===== src/rtl/pec_pkg.sv =====
// Shared definitions for the packet error checker.
// Assumes: one CRC width across the block; the sequencer encodes its phase here.
package pec_pkg;
    localparam int unsigned PEC_W = 8;

    typedef enum logic [2:0] {
        PH_IDLE   = 3'd0,
        PH_TX_ARM = 3'd1,
        PH_TX_CRC = 3'd2,
        PH_RX_ARM = 3'd3,
        PH_RX_CRC = 3'd4
    } pec_phase_e;
endpackage


===== src/rtl/pec_sequencer.sv =====
// Request sequencer: arms a send or check request, turns the following byte
// into the checksum byte, snapshots the CRC for transmit and flags the end of
// a received checksum byte.
// Assumes: byte_done pulses at least one cycle after the last bit strobe.
module pec_sequencer #(
    parameter int unsigned W = pec_pkg::PEC_W
) (
    input  logic         clk,
    input  logic         rst_n,
    input  logic         en_i,
    input  logic         send_req_i,
    input  logic         chk_req_i,
    input  logic         byte_done_i,
    input  logic [W-1:0] crc_i,
    output logic         send_pend_o,
    output logic         chk_pend_o,
    output logic         tx_crc_sel_o,
    output logic [W-1:0] tx_crc_byte_o,
    output logic         rx_verdict_o,
    output logic         rx_bad_o
);
    import pec_pkg::*;

    pec_phase_e   ph_q, ph_d;
    logic [W-1:0] snap_q;

    // Phase transition rules
    always_comb begin
        ph_d = ph_q;
        unique case (ph_q)
            PH_IDLE: begin
                if (send_req_i)     ph_d = PH_TX_ARM;
                else if (chk_req_i) ph_d = PH_RX_ARM;
            end
            PH_TX_ARM: if (byte_done_i) ph_d = PH_TX_CRC;
            PH_TX_CRC: if (byte_done_i) ph_d = PH_IDLE;
            PH_RX_ARM: if (byte_done_i) ph_d = PH_RX_CRC;
            PH_RX_CRC: if (byte_done_i) ph_d = PH_IDLE;
            default:   ph_d = PH_IDLE;
        endcase
        if (!en_i) ph_d = PH_IDLE;
    end

    // Phase register
    always_ff @(posedge clk) begin
        if (!rst_n) ph_q <= PH_IDLE;
        else        ph_q <= ph_d;
    end

    // Snapshot of the CRC taken at the boundary before the transmitted checksum
    always_ff @(posedge clk) begin
        if (!rst_n) begin
            snap_q <= '0;
        end else if (en_i && ph_q == PH_TX_ARM && byte_done_i) begin
            snap_q <= crc_i;
        end
    end

    assign send_pend_o   = (ph_q == PH_TX_ARM) || (ph_q == PH_TX_CRC);
    assign chk_pend_o    = (ph_q == PH_RX_ARM) || (ph_q == PH_RX_CRC);
    assign tx_crc_sel_o  = (ph_q == PH_TX_CRC);
    assign tx_crc_byte_o = snap_q;
    assign rx_verdict_o  = en_i && (ph_q == PH_RX_CRC) && byte_done_i;
    assign rx_bad_o      = (crc_i != '0);

    AST_PEND_EXCLUSIVE: assert property (@(posedge clk) disable iff (!rst_n)
        !(send_pend_o && chk_pend_o));
    AST_TXBYTE_STABLE: assert property (@(posedge clk) disable iff (!rst_n)
        (tx_crc_sel_o && !byte_done_i && en_i) |=> ($stable(tx_crc_byte_o) && tx_crc_sel_o));
    AST_SEL_ENDS: assert property (@(posedge clk) disable iff (!rst_n)
        (tx_crc_sel_o && byte_done_i) |=> (!tx_crc_sel_o && !send_pend_o));
endmodule


===== config.mk =====
export PLATFORM = sky130hd
export DESIGN_NAME = pec_sequencer
export DESIGN_NICKNAME = d
export VERILOG_FILES = /design/src/rtl/pec_pkg.sv /design/src/rtl/pec_sequencer.sv
export SDC_FILE = /design/constraint.sdc
export NUM_CORES = 1
export LEC_CHECK = 0
export BUFFER_PORTS_ARGS = -buffer_cell sky130_fd_sc_hd__buf_2
export CAP_MARGIN = 20
export CORE_UTILIZATION = 40
export DETAILED_ROUTE_END_ITERATION = 12
export GPL_TIMING_DRIVEN = 0
export HOLD_SLACK_MARGIN = 0.03
export PLACE_DENSITY = 0.82
export SETUP_SLACK_MARGIN = 0.3
export SLEW_MARGIN = 20
export SYNTH_ARGS = -nofsm -noshare
export SYNTH_HDL_FRONTEND = slang
export SYNTH_SLANG_ARGS = --single-unit

===== constraint.sdc =====
create_clock -name clk -period 2.4 [get_ports clk]
set_input_delay 0 -clock clk [delete_from_list [all_inputs] [get_ports clk]]
set_output_delay 0 -clock clk [all_outputs]
set_load 0.1 [all_outputs]

Yosys cells after proc, flatten, opt, wreduce, memory -nomap -nowiden

Index checks and enable logic that the tools add are counted.

Flip-flop bits (word level): 11
Latch bits: 0
Bits in writable memories: 0
Memory bits (read-only): 0
Logic and storage cells: 27
Memories kept: 0

Add/subtract/negate cells: 0
Multipliers: 0
Divide/modulo/power cells: 0
Order comparisons: 0
Equal/unequal tests: 8
Shifts and indexed selects: 0
Mux-type cells: 6
Bitwise gates (word level): 0
Reduce and logical (&&, ||, !) cells: 11

Operators by type and width:

| cell               | number |
|---|---|
| $mux 3             | 5 |
| $pmux 3 s4         | 1 |
| $reduce_bool 8->1  | 1 |
| $eq 3x2->1 const B | 2 |
| $logic_and 1x1->1  | 4 |
| $ne 2x2->1 const B | 2 |
| $reduce_and 4->1   | 1 |
| $eq 3x1->1 const B | 1 |
| $eq 3x3->1 const B | 1 |
| $logic_not 3->1    | 1 |
| $ne 3x3->1 const B | 1 |
| $logic_or 1x1->1   | 2 |
| $ne 2x1->1 const B | 1 |
| $reduce_and 2->1   | 1 |
| $reduce_or 2->1    | 1 |

Longest topological paths before layout

Gate-level depths: netlist of the first run.

Depth after elaboration: 4
Mapped depth: 5
Mapped depth without buffers: 3

Worst setup path before layout of the first run

No wires, ideal clock.

Path type: register to output
Start point: register ph_q[1]
End point: output tx_crc_sel_o
Arrival: 2.682 ns
Data required time: 2.400 ns
Setup slack: -0.282 ns
Stages on the path, launching flop included: 3
Buffers on the path: 1
Path through: dfxtp_1 > buf_2 > nor3b_1

Longest elaborated chain between the ends: 1

RTL lines:

| element                  | line                | text |
|---|---|---|
| start: declaration       | pec_sequencer.sv:24 | `pec_phase_e ph_q, ph_d;` |
| start signal: assignment | pec_sequencer.sv:47 | `else ph_q <= ph_d;` |
| $eq 3x2->1               | pec_sequencer.sv:61 | `assign tx_crc_sel_o = (ph_q == PH_TX_CRC);` |
| end: declaration         | pec_sequencer.sv:17 | `output logic tx_crc_sel_o,` |

No other way between the ends.

Worst setup path after layout of the first run

Start point: register ph_q[0]
End point: output chk_pend_o

Longest elaborated chain between the ends: 2

RTL lines:

| element                                         | line                | text |
|---|---|---|
| $eq 3x2->1 / $eq 3x3->1 (equally long branches) | pec_sequencer.sv:60 | `assign chk_pend_o = (ph_q == PH_RX_ARM) \|\| (ph_q == PH_RX_CRC);` |
| $logic_or 1x1->1 *                              | pec_sequencer.sv:60 |  |
| end: declaration                                | pec_sequencer.sv:16 | `output logic chk_pend_o,` |

Mark *: on every way between the ends. The rest lies on a longest branch, timed or not.

==> results of run 1 <==
## layer usage
metal	up-vias	share of wire [%]	global-route usage [%]
li1	288	-	-
met1	257	39	19.1
met2	27	52	39.8
met3	2	8.2	3.98
met4	0	0.44	10.3
met5	-	0	0
## report_power, final
group	leakage, nW	switching (mW)	internal, mW
combinational	0.265	0.0676	0.0372
sequential	0.0891	0.00172	0.187
clock	0.0150	0.0603	0.0642
total	0.369	0.130	0.288
## cells by family (layout without fill, tap and decap cells)
family / after synthesis / count (layout) / share of synthesized area [%]
xor gates and xnor gates: 1 / 1 / 1.56
AOI/OAI and AO/OA: 5 / 5 / 6.47
buffers and inverters: 5 / 42 / 6.47
DFF: 11 / 11 / 39.3
and+or+nand+nor: 32 / 32 / 29.9
muxes: 9 / 9 / 16.3
## timing repair
| item | 4_1_cts | 5_1_grt |
|---|---|---|
| setup buffers | 0 | 0 |
| endpoints found under the hold margin | 8 | 0 |
| hold buffers | 8 | 0 |
## how the worst max path moves through the flow
| stage | to | slack (ns) | start |
|---|---|---|---|
| 6_report | chk_pend_o | 0.95 | ph_q[0]$_SDFFE_PN0P_ |
| 2_1_floorplan | chk_pend_o | 0.48 | ph_q[0]$_SDFFE_PN0P_ |
| 3_3_place_gp | chk_pend_o | 1.25 | ph_q[0]$_SDFFE_PN0P_ |
| 3_5_place_dp | chk_pend_o | 1.23 | ph_q[0]$_SDFFE_PN0P_ |
| 4_1_cts | chk_pend_o | 0.94 | ph_q[0]$_SDFFE_PN0P_ |
| 5_1_grt | chk_pend_o | 0.86 | ph_q[0]$_SDFFE_PN0P_ |
## through the flow
stage	utilization, %	power, mW	hold slack (ns)
5_1_grt	62.7	0.437	0.0594
3_3_place_gp	54.5	0.285	0.261
6_report	62.7	0.418	0.0306
2_1_floorplan	-	0.263	0.107
4_1_cts	62.7	0.419	0.0360
3_5_place_dp	54.5	0.287	0.267
## registers in the layout, summed over array words and instances (netlist names)
name / cells
ph_q: 3
tx_crc_byte_o: 8
## cells in the mapped netlist
cell type                   instances  share of area (%)
sky130_fd_sc_hd__nor3_1             1               0.89
sky130_fd_sc_hd__o21ai_0            1               0.89
sky130_fd_sc_hd__nor4_1             2                2.2
sky130_fd_sc_hd__nor2_1             3                2.0
sky130_fd_sc_hd__a2111oi_1          1                1.8
sky130_fd_sc_hd__o21bai_1           1                1.3
sky130_fd_sc_hd__nand2b_1           1                1.1
sky130_fd_sc_hd__xnor2_1            1                1.6
sky130_fd_sc_hd__buf_6              2                4.0
sky130_fd_sc_hd__nor2b_2            1                1.6
sky130_fd_sc_hd__a221oi_1           1                1.6
sky130_fd_sc_hd__buf_2              2                1.8
sky130_fd_sc_hd__a21oi_1            1               0.89
sky130_fd_sc_hd__nor3b_1            1                1.3
sky130_fd_sc_hd__or3_1              1                1.1
sky130_fd_sc_hd__nand3b_4           1                3.6
sky130_fd_sc_hd__mux2i_1            8                 14
sky130_fd_sc_hd__nand2_1           19                 13
sky130_fd_sc_hd__clkbuf_1           1               0.67
sky130_fd_sc_hd__dfxtp_1           11                 39
sky130_fd_sc_hd__mux2_2             1                2.0
sky130_fd_sc_hd__nand3_1            1               0.89
sky130_fd_sc_hd__nor2b_4            1                2.5
## layout make-up
| class | instances | share of cell area (%) |
|---|---|---|
| clock buffers | 4 | 3.22 |
| plain buffers | 5 | 4.45 |
| flip-flops and latches | 11 | 27.0 |
| well taps | 15 | 2.30 |
| repair buffers | 33 | 25.2 |
| multi-input cells | 47 | 37.9 |
==> results.txt, run 1 <==
The number of distinct library cells after synthesis came out at 23. The total via count after detailed routing came out at 574. The number of clock sinks came out at 11. The most frequent standard cell in the layout excluding fill and tap cells is sky130_fd_sc_hd__buf_2. The clock tree from TritonCTS is done.

The final sum of negative setup slack came out at 0 ns. Summed over all layers, the global routing overflow is 0. The slowest stage of the critical path is the sky130_fd_sc_hd__buf_2 cell.

The net count of the finished layout is 115. The clock insertion delay at the later pin of the skew report came out at 0.27 ns. The critical path goes through buf_6, nor2b_2, nand2_1, o21ai_1, buf_2.

The number of design rule violations left after detail routing came out at 0. The number of max-slew violations in the final report came out at 0. The worst register-to-register path has a setup slack of 1.22 ns.

VDD sags by at most 0.243 mV. At the placement stage, the worst setup path has a slack of 1.23 ns. The number of I/O port buffers came out at 25. The largest fanout on the critical path came out at 7. The path class of the tightest hold or removal check is in -> reg.

The worst clock skew is 0.00686 ns. The chip height came out at 39.4 µm. The first routing iteration left 3 violations.

Setup repair after global routing left no endpoint under its margin. The slew at the pin with the worst max-slew slack is 0.500 ns. The number of hold violations in the final report is 0. The H-tree level count is 1. In the layout the commonest cells are sky130_fd_sc_hd__buf_2, sky130_fd_sc_hd__nand2_1, sky130_fd_sc_hd__dfxtp_1. The max-cap check violation count is 0. Broken down by cell family, the worst path's largest delay share belongs to buffers and inverters. The routed design could run at a clock period as short as 1.45 ns.

The number of detailed-route iterations in the first pass is 2. The overall die area came out at 1560 µm². After synthesis, the mean cell area works out to 8.90 µm². The number of antenna violations at the first check in global routing is 0. In the finished design, the share of the clock period the worst path needs comes to 60.4%. The remaining max-slew budget at the tightest pin is 66.9%.

The endpoint identified for the worst register-to-register timing path is tx_crc_byte_o[4]$_SDFFE_PN0P_. The via count of the first global-routing pass came out at 530. The growth of design area from synthesis to finish is 45.5%. The combined flip-flop and latch cell area is 220 µm². The summed instance area of the synthesized netlist came out at 561 µm². Counting both buffers and inverters, the worst setup path holds a total of 2.

For this run, the number of Yosys warnings is 0. The final worst setup slack came out at 0.950 ns. The delay of the slowest cell on the worst path is 0.44 ns. After detailed routing, the average wire length per cell comes to 11.9 µm.

Synthesis produced a netlist with a net count of 77. In this run the static leakage power is 0.369 nW. The number of cells traversed by the worst hold path came out at 2.

The placeable core region is 1300 µm². The share of the Yosys chip area taken by registers is 39.3%. The worst setup path is launched from a register. After detailed routing, the number of vias per cell comes to 4.99. The worst setup path is captured at an output pin.

The global-route total usage across every layer is 20.3%. In the final layout, the share of cells above drive strength 1 is 37.0%. The worst setup path is of the reg -> out kind. Entering global routing, the biggest net connects 11 pins. Once detail routing completed, the nets flagged for antenna violations numbered 0. The post-detailed-routing wire length is 1370 µm. The cell area after placement is 709 µm². The beginning of the worst hold path is byte_done_i. The number of placed instances, taps included is 103.

The number of setup violations in the final report came out at 0. The final weighted congestion in routability-driven placement came out at 0.713. The count of instances resized after the clock tree is built is 0. For this run, the top clock speed supported by timing is 0.690 GHz.

The path length in cells of the critical path came out at 5. The post-route cell area is 816 µm². The data required time of the critical path came out at 2.40 ns. After clock tree synthesis, the clock-pin slew on the worst setup and hold paths is 0.07 ns. The wire length of the first global-routing pass is 2080 µm. In the synthesized netlist, the number of instances is 63. The critical path arrival came out at 1.45 ns.

In this run the clock root is driven by a sky130_fd_sc_hd__clkbuf_4. Measured in cells, the most critical reg-to-reg path has a length of 5. The total number of placement rows came out at 13. The maximum clock path buffer count came out at 2. The run finished with clean final reports. Summing all multi-input logic gate instances after layout gives 309 µm².

The startpoint of the worst-slack reg-to-reg timing path is ph_q[0]$_SDFFE_PN0P_. The layout filler cell count is 120. The final standard cell count with taps included and fillers excluded came out at 115. The path with the worst hold slack has its endpoint at ph_q[1]$_SDFFE_PN0P_. The number of buffers created by CTS came out at 3.

The starting density of the core came out at 43.1%. The register bit count reported by yosys came out at 11. The HPWL after detailed placement is 881 µm. The die outline width came out at 39.4 µm. The number of antenna diodes in the final layout is 0.

The power density over cell area is 512 nW/µm². The number of top-level pins is 27.
Note: power is estimated with default switching activity, not from simulation.
==> inputs of run 2 (changes only) <==
--- a/config.mk
+++ b/config.mk
@@ -5,9 +5,10 @@
 export SDC_FILE = /design/constraint.sdc
 export NUM_CORES = 1
 export LEC_CHECK = 0
+export ABC_AREA = 1
 export BUFFER_PORTS_ARGS = -buffer_cell sky130_fd_sc_hd__buf_2
 export CAP_MARGIN = 20
-export CORE_UTILIZATION = 40
+export CORE_UTILIZATION = 39
 export DETAILED_ROUTE_END_ITERATION = 12
 export GPL_TIMING_DRIVEN = 0
 export HOLD_SLACK_MARGIN = 0.03
==> constraint.sdc (replaced) <==
create_clock -name clk -period 1.2 [get_ports clk]
set_input_delay 0 -clock clk [delete_from_list [all_inputs] [get_ports clk]]
set_output_delay 0 -clock clk [all_outputs]
set_load 0.1 [all_outputs]
==> run 2 against run 1 <==
Clock-buffer cell count unchanged. The flow now finishes with violations (negative setup slack). Power up 130%. Utilization up 17 points. Via count up 29%. Critical path type unchanged. Synthesized cell count up 24%.
==> results.txt, run 2 <==
The flow ran to the end, but the final reports show violations. The final reports fail on negative setup slack. The number of buffers created by CTS came out at 3.

Leaving out fill and tap cells, the most frequent cells in the layout are sky130_fd_sc_hd__nand2_1, sky130_fd_sc_hd__buf_4, sky130_fd_sc_hd__buf_2. The final core utilization is 79.4%. The final sum of negative setup slack is -0.210 ns. The clock reaches the later pin of the worst-skew pair after 0.26 ns.

The per-cell routed wire length came out at 13.9 µm. The post-route cell area is 1070 µm². The total nets after synthesis is 92. Setup slack on the critical path of the routed design comes to -0.0816 ns. The number of max-slew violations in the final report is 0. The number of detailed-route iterations in the first pass came out at 4.

The largest fanout on the critical path is 7. The highest achievable clock rate is 0.780 GHz. The maximum clock path buffer count came out at 2.

The static leakage power is 0.452 nW. The most numerous cell in the Yosys netlist is sky130_fd_sc_hd__nand2_1. The critical path arrival came out at 1.28 ns. Synthesis produced a netlist whose cell count is 78. The setup check on the worst reg-to-reg path leaves a slack of -0.08 ns. At the worst endpoint, the required time is 1.20 ns. Of all cell types, the one taking the most synthesized area is sky130_fd_sc_hd__dfxtp_1. The number of clock sinks is 11.

In the synthesized netlist the dominant register cell turns out to be sky130_fd_sc_hd__dfxtp_1. The remaining max-slew budget at the tightest pin came out at 68.1%. The worst hold path begins at crc_i[2]. The total chip power came out at 0.959 mW. The die outline width is 40.8 µm. The maximum number of pins on one net before global-route repair came out at 11. The slew at the pin with the worst max-slew slack is 0.482 ns. The number of setup violations in the final report is 6. The fraction of synthesis flops using an asynchronous set or reset pin is 0%.

The total congestion overflow after global routing is 0. The growth of design area from synthesis to finish is 83.1%. For this run, the total global-route usage over all layers was measured as 26.3%. The critical path goes through inv_8, nand2_4, nor2_4, or2_4, buf_12.

The floorplan step defined a die boundary enclosing 1660 µm². For this configuration, the core starts out at a cell density of 43.4%. For this design the top-level I/O count stands at 27. The total number of placement rows came out at 13. On the worst path, the slowest cell contributes a delay of 0.40 ns. The count of synthesis-stage warnings from yosys came out at 0. Setup repair after global routing could not meet its margin everywhere. TritonCTS built the clock tree.

The number of distinct library cells after synthesis came out at 18. Across the VDD grid, the largest voltage drop is 0.756 mV. STA classifies the critical path endpoint as an output pin. The worst clock skew came out at 0.00181 ns. The root buffer cell is sky130_fd_sc_hd__clkbuf_4. The via count of the first global-routing pass came out at 687. The number of design rule violations left after detail routing is 0. The total via count after detailed routing is 743. The vias per cell came out at 5.38. The number of antenna violations at the first check in global routing is 0. The power density over cell area is 894 nW/µm².

Once detailed placement completed, the half-perimeter wirelength came to 1050 µm. The worst min-delay path class is in -> reg. The family with the most delay on the worst path is flip-flops. The chip height is 40.8 µm. The critical path starts at ph_q[2]$_SDFFE_PN0P_. The summed instance area of the synthesized netlist is 586 µm².

Among all stages on the critical path, the largest delay is contributed by sky130_fd_sc_hd__dfxtp_4. The fraction of post-synthesis cell area in the top cell type by area came out at 37.6%. In the final design database the tool counted 138 nets.

Ranked by instance count, the synthesized netlist is headed by sky130_fd_sc_hd__nand2_1, sky130_fd_sc_hd__dfxtp_1, sky130_fd_sc_hd__nand4_1. Summed over all layers, the routed wires come to 1920 µm. The final critical path time including I/O delays and setup came out at 1.28 ns. The number of hold violations in the final report came out at 0. The synthesized design contains 0 enable-type register cells. By area the synthesized netlist is led by sky130_fd_sc_hd__dfxtp_1, sky130_fd_sc_hd__nand2_1, sky130_fd_sc_hd__nand4_1. The setup path with the least slack is of type reg -> out. The number of I/O port buffers came out at 26. The startpoint identified for the worst register-to-register timing path is ph_q[1]$_SDFFE_PN0P_. The final weighted congestion in routability-driven placement is 0.697. The library cell used most frequently in the layout, excluding fill and tap cells, is sky130_fd_sc_hd__nand2_1. The share of post-route cells with drive strength above 1 came out at 52.8%. The first global-routing pass estimated 2820 µm of wire. The cell area after placement is 774 µm². The kind of start point of the critical path is a register. The number of antenna cells inserted is 0. The max-cap check violation count came out at 0. The portion of the post-synthesis area used by sequential elements is 37.6%. The post-synthesis average cell area came out at 7.51 µm². In this run the number of H-tree levels came out at 1.

The placeable core region came out at 1350 µm². In this run the remaining antenna-violating nets after routing total 0. Dividing the final minimum period by the clock period gives 107%.

Counting both buffers and inverters, the worst setup path holds a total of 2. The register bit count reported by yosys came out at 11. The number of flip-flops under the largest register name is 8.

The number of DRC markers in iteration 0 is 17. Clock-pin slew was measured on the worst setup and hold paths at 0.07 ns.
run 2: cell types whose count changed after synthesis, moves of 2 or more:
cell,previous run,this run
sky130_fd_sc_hd__a21boi_1,0,8
sky130_fd_sc_hd__buf_2,2,0
sky130_fd_sc_hd__inv_1,0,6
sky130_fd_sc_hd__mux2i_1,8,0
sky130_fd_sc_hd__nand3_1,1,4
sky130_fd_sc_hd__nand4_1,0,10
sky130_fd_sc_hd__nor2_1,3,6
run 2: final cells by class:
cell class	count	area, µm²
timing repair buffer	41	352
clock buffer	4	26.3
fill	93	278
multi-input combinational	57	372
inverter	7	36.3
tap	15	18.8
buffer	3	26.3
sequential	11	241
run 2: cell families after synthesis:
group / synth area share (%)
compound gates: 15.0
buf+inv: 8.97
flops: 37.6
simple gates: 38.5
run 2: timing repair:
item | CTS | global route
pin swaps | 6 | 6
buffers inserted | 7 | 1
endpoints found under the setup margin | 23 | 17
hold buffers | 7 | 0
hold endpoints to repair | 7 | 0
gates resized for setup | 36 | 6
run 2: worst paths after layout:
kind                                    to  depth (start not counted)
min reg2reg  tx_crc_byte_o[6]$_SDFFE_PN0P_                          2
min          tx_crc_byte_o[2]$_SDFFE_PN0P_                          3
max reg2reg  tx_crc_byte_o[3]$_SDFFE_PN0P_                          5
max                            send_pend_o                          5
run 2: worst min-delay path: stages:
cell,delay [ns]
sky130_fd_sc_hd__buf_2,0.11
sky130_fd_sc_hd__nand4_1,0.09
sky130_fd_sc_hd__a21boi_1,0.07
run 2: routing by layer:
metal  up-vias  GRT usage (%)  share of wire [%]
li1        362              -                  -
met1       350           25.3                 39
met2        27           55.2                 56
met3         4           2.17                3.9
met4         0           10.0               0.88
met5         -              0                  0
run 2: report_power, final:
group          internal, mW  switching [mW]
combinational         0.134           0.193
sequential            0.372          0.0131
clock                 0.129           0.118
total                 0.635           0.324
run 2: through the flow:
stage	instances	setup slack [ns]	hold WS [ns]
floorplan	78	-0.233	0.138
global placement	119	-0.114	0.280
detailed placement	119	-0.127	0.284
CTS	137	-0.0478	0.0424
global route	138	-0.111	0.0545
finish	138	-0.0816	0.0483
